**src/rtl/lif_pkg.sv**
```systemverilog
// Package: shared constants for the leaky integrate-and-fire neuron.
// Assumes a 3-bit configuration address; mode bit positions are fixed.
package lif_pkg;
    localparam int unsigned LIF_AW = 3;
    localparam logic [LIF_AW-1:0] REG_LEAK  = 3'd1;
    localparam logic [LIF_AW-1:0] REG_FIRE  = 3'd2;
    localparam logic [LIF_AW-1:0] REG_REST  = 3'd3;
    localparam logic [LIF_AW-1:0] REG_MODE  = 3'd4;
    localparam int unsigned MODE_INTEG_BIT = 0;
    localparam int unsigned MODE_LEAK_BIT  = 1;
endpackage

```
**src/rtl/lif_cfg_regs.sv**
```systemverilog
// Module: configuration register file for the neuron.
// Holds leak amount, firing level, rest potential and two mode enables.
// Assumes one write per clock; unmapped addresses are dropped.
module lif_cfg_regs
    import lif_pkg::*;
#(
    parameter int unsigned DW = 8,
    parameter int signed FIRE_INIT = 127
) (
    input  logic                 clk,
    input  logic                 rst_n,
    input  logic                 we,
    input  logic [LIF_AW-1:0]    addr,
    input  logic [DW-1:0]        wdata,
    output logic signed [DW-1:0] leak,
    output logic signed [DW-1:0] fire_lvl,
    output logic signed [DW-1:0] rest,
    output logic                 integ_en,
    output logic                 leak_en
);
    // Register update: reset defaults, else decode address on strobe.
    always_ff @(posedge clk) begin
        if (!rst_n) begin
            leak     <= '0;
            fire_lvl <= DW'(FIRE_INIT);
            rest     <= '0;
            integ_en <= 1'b0;
            leak_en  <= 1'b0;
        end else if (we) begin
            case (addr)
                REG_LEAK: leak     <= wdata;
                REG_FIRE: fire_lvl <= wdata;
                REG_REST: rest     <= wdata;
                REG_MODE: begin
                    integ_en <= wdata[MODE_INTEG_BIT];
                    leak_en  <= wdata[MODE_LEAK_BIT];
                end
                default: ;
            endcase
        end
    end
endmodule

```
**src/rtl/lif_update.sv**
```systemverilog
// Module: combinational step of the membrane potential.
// Widens to DW+2 bits, applies integration and leak, saturates to DW bits,
// and compares with the firing level. Assumes two's complement operands.
module lif_update #(
    parameter int unsigned DW = 8
) (
    input  logic signed [DW-1:0] mem,
    input  logic signed [DW-1:0] sample,
    input  logic signed [DW-1:0] leak,
    input  logic signed [DW-1:0] fire_lvl,
    input  logic                 integ_en,
    input  logic                 leak_en,
    output logic signed [DW-1:0] cand,
    output logic                 fire
);
    localparam int unsigned CW = DW + 2;
    localparam logic signed [CW-1:0] SAT_HI = {3'b000, {(DW-1){1'b1}}};
    localparam logic signed [CW-1:0] SAT_LO = {3'b111, {(DW-1){1'b0}}};

    logic signed [CW-1:0] mem_w, add_w, sub_w, sum_w;

    // Widen operands and form the unsaturated sum.
    always_comb begin
        mem_w = {{2{mem[DW-1]}}, mem};
        add_w = integ_en ? {{2{sample[DW-1]}}, sample} : '0;
        sub_w = leak_en  ? {{2{leak[DW-1]}}, leak}     : '0;
        sum_w = mem_w + add_w - sub_w;
    end

    // Clamp to the DW-bit signed range and test the firing level.
    always_comb begin
        if (sum_w > SAT_HI)      cand = SAT_HI[DW-1:0];
        else if (sum_w < SAT_LO) cand = SAT_LO[DW-1:0];
        else                     cand = sum_w[DW-1:0];
        fire = (cand >= fire_lvl);
    end
endmodule

```
**src/rtl/lif_state.sv**
```systemverilog
// Module: membrane and spike registers.
// Loads a new potential only on a step; a write or idle cycle holds it.
module lif_state #(
    parameter int unsigned DW = 8
) (
    input  logic                 clk,
    input  logic                 rst_n,
    input  logic                 step,
    input  logic                 fire,
    input  logic signed [DW-1:0] cand,
    input  logic signed [DW-1:0] rest,
    output logic signed [DW-1:0] mem,
    output logic                 spike
);
    // Membrane update and single-cycle spike flag.
    always_ff @(posedge clk) begin
        if (!rst_n) begin
            mem   <= '0;
            spike <= 1'b0;
        end else if (step) begin
            mem   <= fire ? rest : cand;
            spike <= fire;
        end else begin
            spike <= 1'b0;
        end
    end
endmodule

```
**src/rtl/lif_neuron.sv**
```systemverilog
// Module: top of the leaky integrate-and-fire neuron.
// The din lane carries write data while cfg_we is high and the signed
// neuron input otherwise; a step occurs when cfg_we is low and run_en high.
module lif_neuron
    import lif_pkg::*;
#(
    parameter int unsigned DW = 8,
    parameter int signed FIRE_INIT = 127
) (
    input  logic              clk,
    input  logic              rst_n,
    input  logic              cfg_we,
    input  logic [LIF_AW-1:0] cfg_addr,
    input  logic [DW-1:0]     din,
    input  logic              run_en,
    output logic [DW-1:0]     dout
);
    logic signed [DW-1:0] cfg_leak, cfg_fire, cfg_rest;
    logic                 cfg_integ, cfg_leak_en;
    logic signed [DW-1:0] cand, mem_q;
    logic                 fire, spike_q, step;

    // A step is a non-write cycle with the enable high.
    always_comb step = !cfg_we && run_en;

    lif_cfg_regs #(.DW(DW), .FIRE_INIT(FIRE_INIT)) u_cfg (
        .clk(clk), .rst_n(rst_n), .we(cfg_we), .addr(cfg_addr), .wdata(din),
        .leak(cfg_leak), .fire_lvl(cfg_fire), .rest(cfg_rest),
        .integ_en(cfg_integ), .leak_en(cfg_leak_en)
    );

    lif_update #(.DW(DW)) u_upd (
        .mem(mem_q), .sample(din), .leak(cfg_leak), .fire_lvl(cfg_fire),
        .integ_en(cfg_integ), .leak_en(cfg_leak_en), .cand(cand), .fire(fire)
    );

    lif_state #(.DW(DW)) u_st (
        .clk(clk), .rst_n(rst_n), .step(step), .fire(fire), .cand(cand),
        .rest(cfg_rest), .mem(mem_q), .spike(spike_q)
    );

    // Pack the upper membrane bits with the spike flag.
    always_comb dout = {mem_q[DW-1:1], spike_q};
endmodule

```
**config.mk**
```make
export PLATFORM = sky130hd
export DESIGN_NAME = lif_neuron
export DESIGN_NICKNAME = d
export VERILOG_FILES = /design/src/rtl/lif_pkg.sv /design/src/rtl/lif_cfg_regs.sv /design/src/rtl/lif_update.sv /design/src/rtl/lif_state.sv /design/src/rtl/lif_neuron.sv
export SDC_FILE = /design/constraint.sdc
export NUM_CORES = 1
export LEC_CHECK = 0
export BUFFER_PORTS_ARGS = -buffer_cell sky130_fd_sc_hd__buf_2
export CORE_UTILIZATION = 23
export DETAILED_ROUTE_END_ITERATION = 8
export PLACE_DENSITY = 0.34
export SYNTH_ARGS = -nofsm -noshare
export SYNTH_HDL_FRONTEND = slang
export SYNTH_SLANG_ARGS = --single-unit
```
**constraint.sdc**
```tcl
create_clock -name clk -period 5.8 [get_ports clk]
set_input_delay 1.16 -clock clk [delete_from_list [all_inputs] [get_ports clk]]
set_output_delay 1.16 -clock clk [all_outputs]
set_load 0.02 [all_outputs]
```
# Word-level counts from Yosys, hierarchy flattened
# Index checks and enable logic that the tools add are counted.
dict set report totals {
  latch_bits 0
  n_memories 0
  reg_bits 35
  mem_bits_ro 0
  mem_bits_rw 0
}
dict set report op_classes {
  n_reduce_logical 7
  n_eq_ne 4
  bitwise_logic 0
  multipliers 0
  n_lt_le_gt_ge 3
  mux 5
  shift 0
  div_mod_pow 0
  add_sub_neg 2
}
# cell count
set ops {}
lappend ops {{8-bit two-way mux} 3}
lappend ops {{10-bit two-way mux} 2}
lappend ops {{8-bit by 10-bit adder with 10-bit output} 1}
lappend ops {{10-bit by 8-bit > comparator with 1-bit output (second input constant)} 1}
lappend ops {{10-bit by 8-bit less-than comparator with 1-bit output (second input constant)} 1}
lappend ops {{2-bit AND reduction} 5}
lappend ops {{10-bit subtractor} 1}
lappend ops {{8-bit greater-or-equal comparator} 1}
lappend ops {{3-bit by 2-bit == test with 1-bit output (second input constant)} 2}
lappend ops {{3-bit by 1-bit == test with 1-bit output (second input constant)} 1}
lappend ops {{3-bit == test (second input constant)} 1}
lappend ops {{1-bit logical AND} 1}
lappend ops {{1-bit logical NOT} 1}

# Depth between registers and ports, before layout
dict set report depth {
  ltp_word 8
  mapped_depth 21
  depth_no_buf 19
}

# By module
# From an unflattened synthesis, not the netlist that was laid out.
dict set report unflattened {
  cells_unflattened 268
  area_unflattened_um2 2471.1
}
# mod cells_each instances area_per_inst_um2
set modules_own_cells {}
lappend modules_own_cells {lif_cfg_regs 104 1 1064.8}
lappend modules_own_cells {lif_update 126 1 1011.0}
lappend modules_own_cells {lif_state 36 1 374.1}
lappend modules_own_cells {lif_neuron 2 1 21.3}

# Worst setup path after synthesis
# OpenSTA, ideal clock, no wires.
dict set report synth_path {
  kind {input port to flip-flop}
  start {in din[1]}
  end {reg u_st.mem[0]}
  path_stages 19
  setup_time_ns 0.079
  arrival_time_ns 4.700
  setup_slack_ns 1.021
  path_buffers 1
  cell_sequence {nand2_1 > fa_1 > inv_1 > fa_1 > a211oi_1 > nor2_1 > a41oi_1 > xor2_1 > o21a_1 > buf_2 > a21oi_1 > ha_1 > or3b_2 > nor2_1 > o211ai_1 > and2_1 > nand2_1 > o22ai_1 > a211oi_2}
}
dict set report synth_between {
  elab_chain_len 8
}
# item line_no
set synth_rtl {}
lappend synth_rtl {{start, declared} lif_neuron.sv:14} ;# input logic [DW-1:0] din,
lappend synth_rtl {{10-bit two-way mux *} lif_update.sv:25} ;# add_w = integ_en ? {{2{sample[DW-1]}}, sample} : '0;
lappend synth_rtl {{8-bit by 10-bit adder with 10-bit output *} lif_update.sv:27} ;# sum_w = mem_w + add_w - sub_w;
lappend synth_rtl {{10-bit subtractor *} lif_update.sv:27}
lappend synth_rtl {{10-bit by 8-bit less-than comparator with 1-bit output} lif_update.sv:33} ;# else if (sum_w < SAT_LO) cand = SAT_LO[DW-1:0];
lappend synth_rtl {{8-bit two-way mux} lif_update.sv:33}
lappend synth_rtl {{8-bit two-way mux *} lif_update.sv:32} ;# if (sum_w > SAT_HI) cand = SAT_HI[DW-1:0];
lappend synth_rtl {{8-bit greater-or-equal comparator} lif_update.sv:35} ;# fire = (cand >= fire_lvl);
lappend synth_rtl {{8-bit two-way mux *} lif_state.sv:21} ;# mem <= fire ? rest : cand;
lappend synth_rtl {{end signal, assigned} lif_state.sv:21}
lappend synth_rtl {{end, declared} lif_state.sv:12} ;# output logic signed [DW-1:0] mem,
# Every way passes the cells marked *; elsewhere a longest branch is shown, timed or not.
# A chain may end at the register's enable or synchronous reset.

# Worst setup path after layout
dict set report layout_path {
  start {in din[1]}
  end {reg u_st.mem[5]}
}
# The elaborated chain is that of the path after synthesis.

==> metrics.md <==
| Metric | Value |
|---|---|
| Status | finished, final reports clean |
| Initial antenna violation count | 0 |
| Final setup fails | 0 |
| Dpl ws | 393 ps |
| Post-synth top area cell | dfxtp_1 |
| Largest delay share family, worst path | compound AO/OA/AOI/OAI gates |
| Post-synthesis sequential area ratio | 29.8% |
| GPL Wtd Cong | 0.714 |
| Pre-antenna DRT Iters | 4 |
| Rel. slew slack | 31.3% |
| Post-Synthesis Cells | 283 |
| Port Buffer Count | 22 |
| Worst setup path category | input pin to flop |
| Clock skew | 10.7 ps |
| TritonCTS Sinks | 35 |
| Post-CTS Setup Bufs | 0 |
| Yosys cell types | 41 |
| Crit path capture type | flop |
| Final min period | 5100 ps |
| Post-DP HPWL | 5000 um |
| Final Hold Violating Endpoints | 0 |
| Total vias in the final route | 1,864 |
| Vias in the first global route | 1,860 |
| Clk slew on worst S/H paths | 80 ps |
| Top_reg_cell synth | dfxtp_1 |
| WP depth | 19 |
| Worst setup SP type | input pin |
| Final Cycle Share | 88.0% |
| Diodes inserted | 0 |
| Max Slew Vio Count | 0 |
| Global Route Usage Sum | 13.0% |
| Worst Reg-to-Reg Cells | 18 |
| CP Cell Sequence | buf_2 -> nand2_1 -> fa_1 -> inv_1 -> fa_1 -> a211oi_1 -> nor2_1 -> a41oi_1 -> xor2_1 -> a21o_1 -> a21oi_1 -> ha_1 -> or3b_2 -> nor2_1 -> o211ai_1 -> and2_1 -> nand2_1 -> o22ai_1 -> a211oi_2 |
| Crit path buf inv count | 2 |
| RSZ-0062 raised after global routing | false |
| Starting Density | 23.9% |
| Hold Path Depth | 2 |
| Syn_area_per_cell | 8.32 um^2 |
| Largest net degree at the start of global routing | 21 |
| CP required | 6010 ps |
| Post-synth EDFFs | 0 |
| Die ar. | 0.0106 mm^2 |
| Nets@finish | 334 |
| Starting DRT DRC Count | 55 |
| Achievable frequency | 196 MHz |
| Cts hold-fix bufs | 0 |
| Die W | 103 um |
| Async SR Flop Fraction | 0% |
| Synth Cell Area | 0.00235 mm^2 |
| Synthesis-to-layout area growth | 10.2% |
| Row count | 36 |
| Clock root buffer | clkbuf_8 |
| Post-Syn Nets | 324 |
| H-tree lvl count | 2 |
| Yosys reg bits | 35 |
| Fill count | 1,093 |
| GRT overflow | 0 |
| CP Max Fanout | 9 |
| Remaining antenna violation count | 0 |
| First-pass GRT wire length | 10,100 um |
| Setup TNS after final layout | 0 ps |
| CP max stage delay | 490 ps |
| Number of buffers created by CTS | 5 |
| Cts repair resizes | 0 |
| Remaining DRCs | 0 |
| Synth top area share | 29.8% |
| Total core area | 0.00986 mm^2 |
| # IOs | 23 |
| Worst slew pin tran | 1030 ps |
| Hold Crit Class | flop to flop |
| Layout cell share with drive strength beyond 1 | 15.0% |
| Arr. time, crit path | 5320 ps |
| MaxCap Viol Count | 0 |
| Chip height | 103 um |
| Post-DR wirelength/cell | 14.9 um |
| WL final | 6340 um |
| Clock buffer depth | 2 |
| Setup WS post-layout | 696 ps |
| CTS tree | yes |
| Vias per std cell | 4.37 |
| Later-pin clock latency in the skew report | 290 ps |
| Synth area leaders | dfxtp_1 30%, ha_1 9.6%, nand2_1 7.3% |
| Yosys warns | 0 |
| Util after Layout | 26.3% |
| Slowest-stage cell, CP | fa_1 |
-- worst register-to-register path: stages (launching register included) --
cell and delay [ps]:
dfxtp_1 570, nand2_1 130, fa_1 490, inv_1 70
fa_1 480, a211oi_1 250, nor2_1 90, a41oi_1 240
xor2_1 220, a21o_1 310, a21oi_1 120, ha_1 180
or3b_2 450, nor2_1 130, o211ai_1 110, and2_1 190
nand2_1 230, o22ai_1 160, a211oi_2 220
-- registers in the layout, summed over array words and instances (netlist names) --
name / cells
u_cfg.rest: 8
u_cfg.integ_en: 1
u_st.mem: 8
u_cfg.fire_lvl: 8
u_st.spike: 1
u_cfg.leak_en: 1
u_cfg.leak: 8
-- layout make-up --
type,instances,area (um^2),share of cell area (%)
Inverter,33,124,4.77
Sequential cell,35,701,27.0
Clock buffer,7,76.3,2.94
Timing Repair Buffer,22,110,4.24
Clock inverter,1,5.00,0.193
Multi-Input combinational cell,196,1410,54.4
Tap cell,133,166,6.41
-- per-stage QoR --
step                      hold slack, ps  instances  area (um^2)
after floorplan                      436        283         2350
after global placement               450        419         2510
after detailed placement             451        419         2510
after CTS                            466        427         2590
after global routing                 478        427         2590
final                                464        427         2590
-- synthesized netlist by cell type (2+ instances only) --
library cell / number
nor2b_1: 2
a21oi_1: 22
fa_1: 8
buf_4: 8
a211oi_2: 6
ha_1: 18
clkbuf_1: 8
o22ai_1: 8
a21o_2: 2
nor2_1: 18
buf_6: 2
nand2b_1: 2
o211ai_1: 7
nand4_1: 2
xor2_1: 4
dfxtp_1: 35
o21a_1: 2
mux2i_1: 11
inv_1: 33
a211oi_1: 4
o21ai_0: 4
a21o_1: 2
and2_1: 10
xnor2_1: 2
nand3_1: 2
nand2_1: 46
-- kinds of logic (layout without fill, tap and decap cells) --
family                     after synthesis  after routing  share of synthesized area, %
buffers and inverters                   52             63                          10.3
xor gates and xnor gates                 6              6                          2.23
and+or+nand+nor                         88             88                          17.1
adders and majority gates               26             26                          16.4
DFF                                     35             35                          29.8
AOI/OAI and AO/OA                       65             65                          19.7
muxes                                   11             11                          4.68
-- path summary, 6_finish.rpt --
path / from / to / slack, ps
worst min register to register: u_cfg.rest[0] / u_cfg.rest[0] / 460
worst min-delay path: u_cfg.rest[0] / u_cfg.rest[0] / 460
worst max-delay path: din[1] / u_st.mem[5] / 700
worst max register to register: u_cfg.integ_en / u_st.mem[5] / 1090
-- layer usage --
metal / wire (um) / share of wire [%] / track usage, % / vias up
met5: 0 / 0 / 0 / -
met4: 45 / 0.71 / 2.28 / 0
met3: 168 / 2.6 / 2.35 / 4
met2: 2900 / 46 / 21.8 / 31
met1: 3230 / 51 / 17.6 / 870
li1: - / - / - / 959
-- placed cells by master, fill, tap and decap left out, types with 5 or more instances in the layout --
| cell type | count |
|---|---|
| clkbuf_8 | 5 |
| inv_1 | 33 |
| nand2_1 | 46 |
| nor2_1 | 18 |
| o211ai_1 | 7 |
| a21oi_1 | 22 |
| o22ai_1 | 8 |
| mux2i_1 | 11 |
| buf_2 | 22 |
| fa_1 | 8 |
| dfxtp_1 | 35 |
| a211oi_2 | 6 |
| and2_1 | 10 |
| ha_1 | 18 |
Power is not shown: default switching activity piles up to over one toggle a cycle in this logic, so the estimate is an artifact.
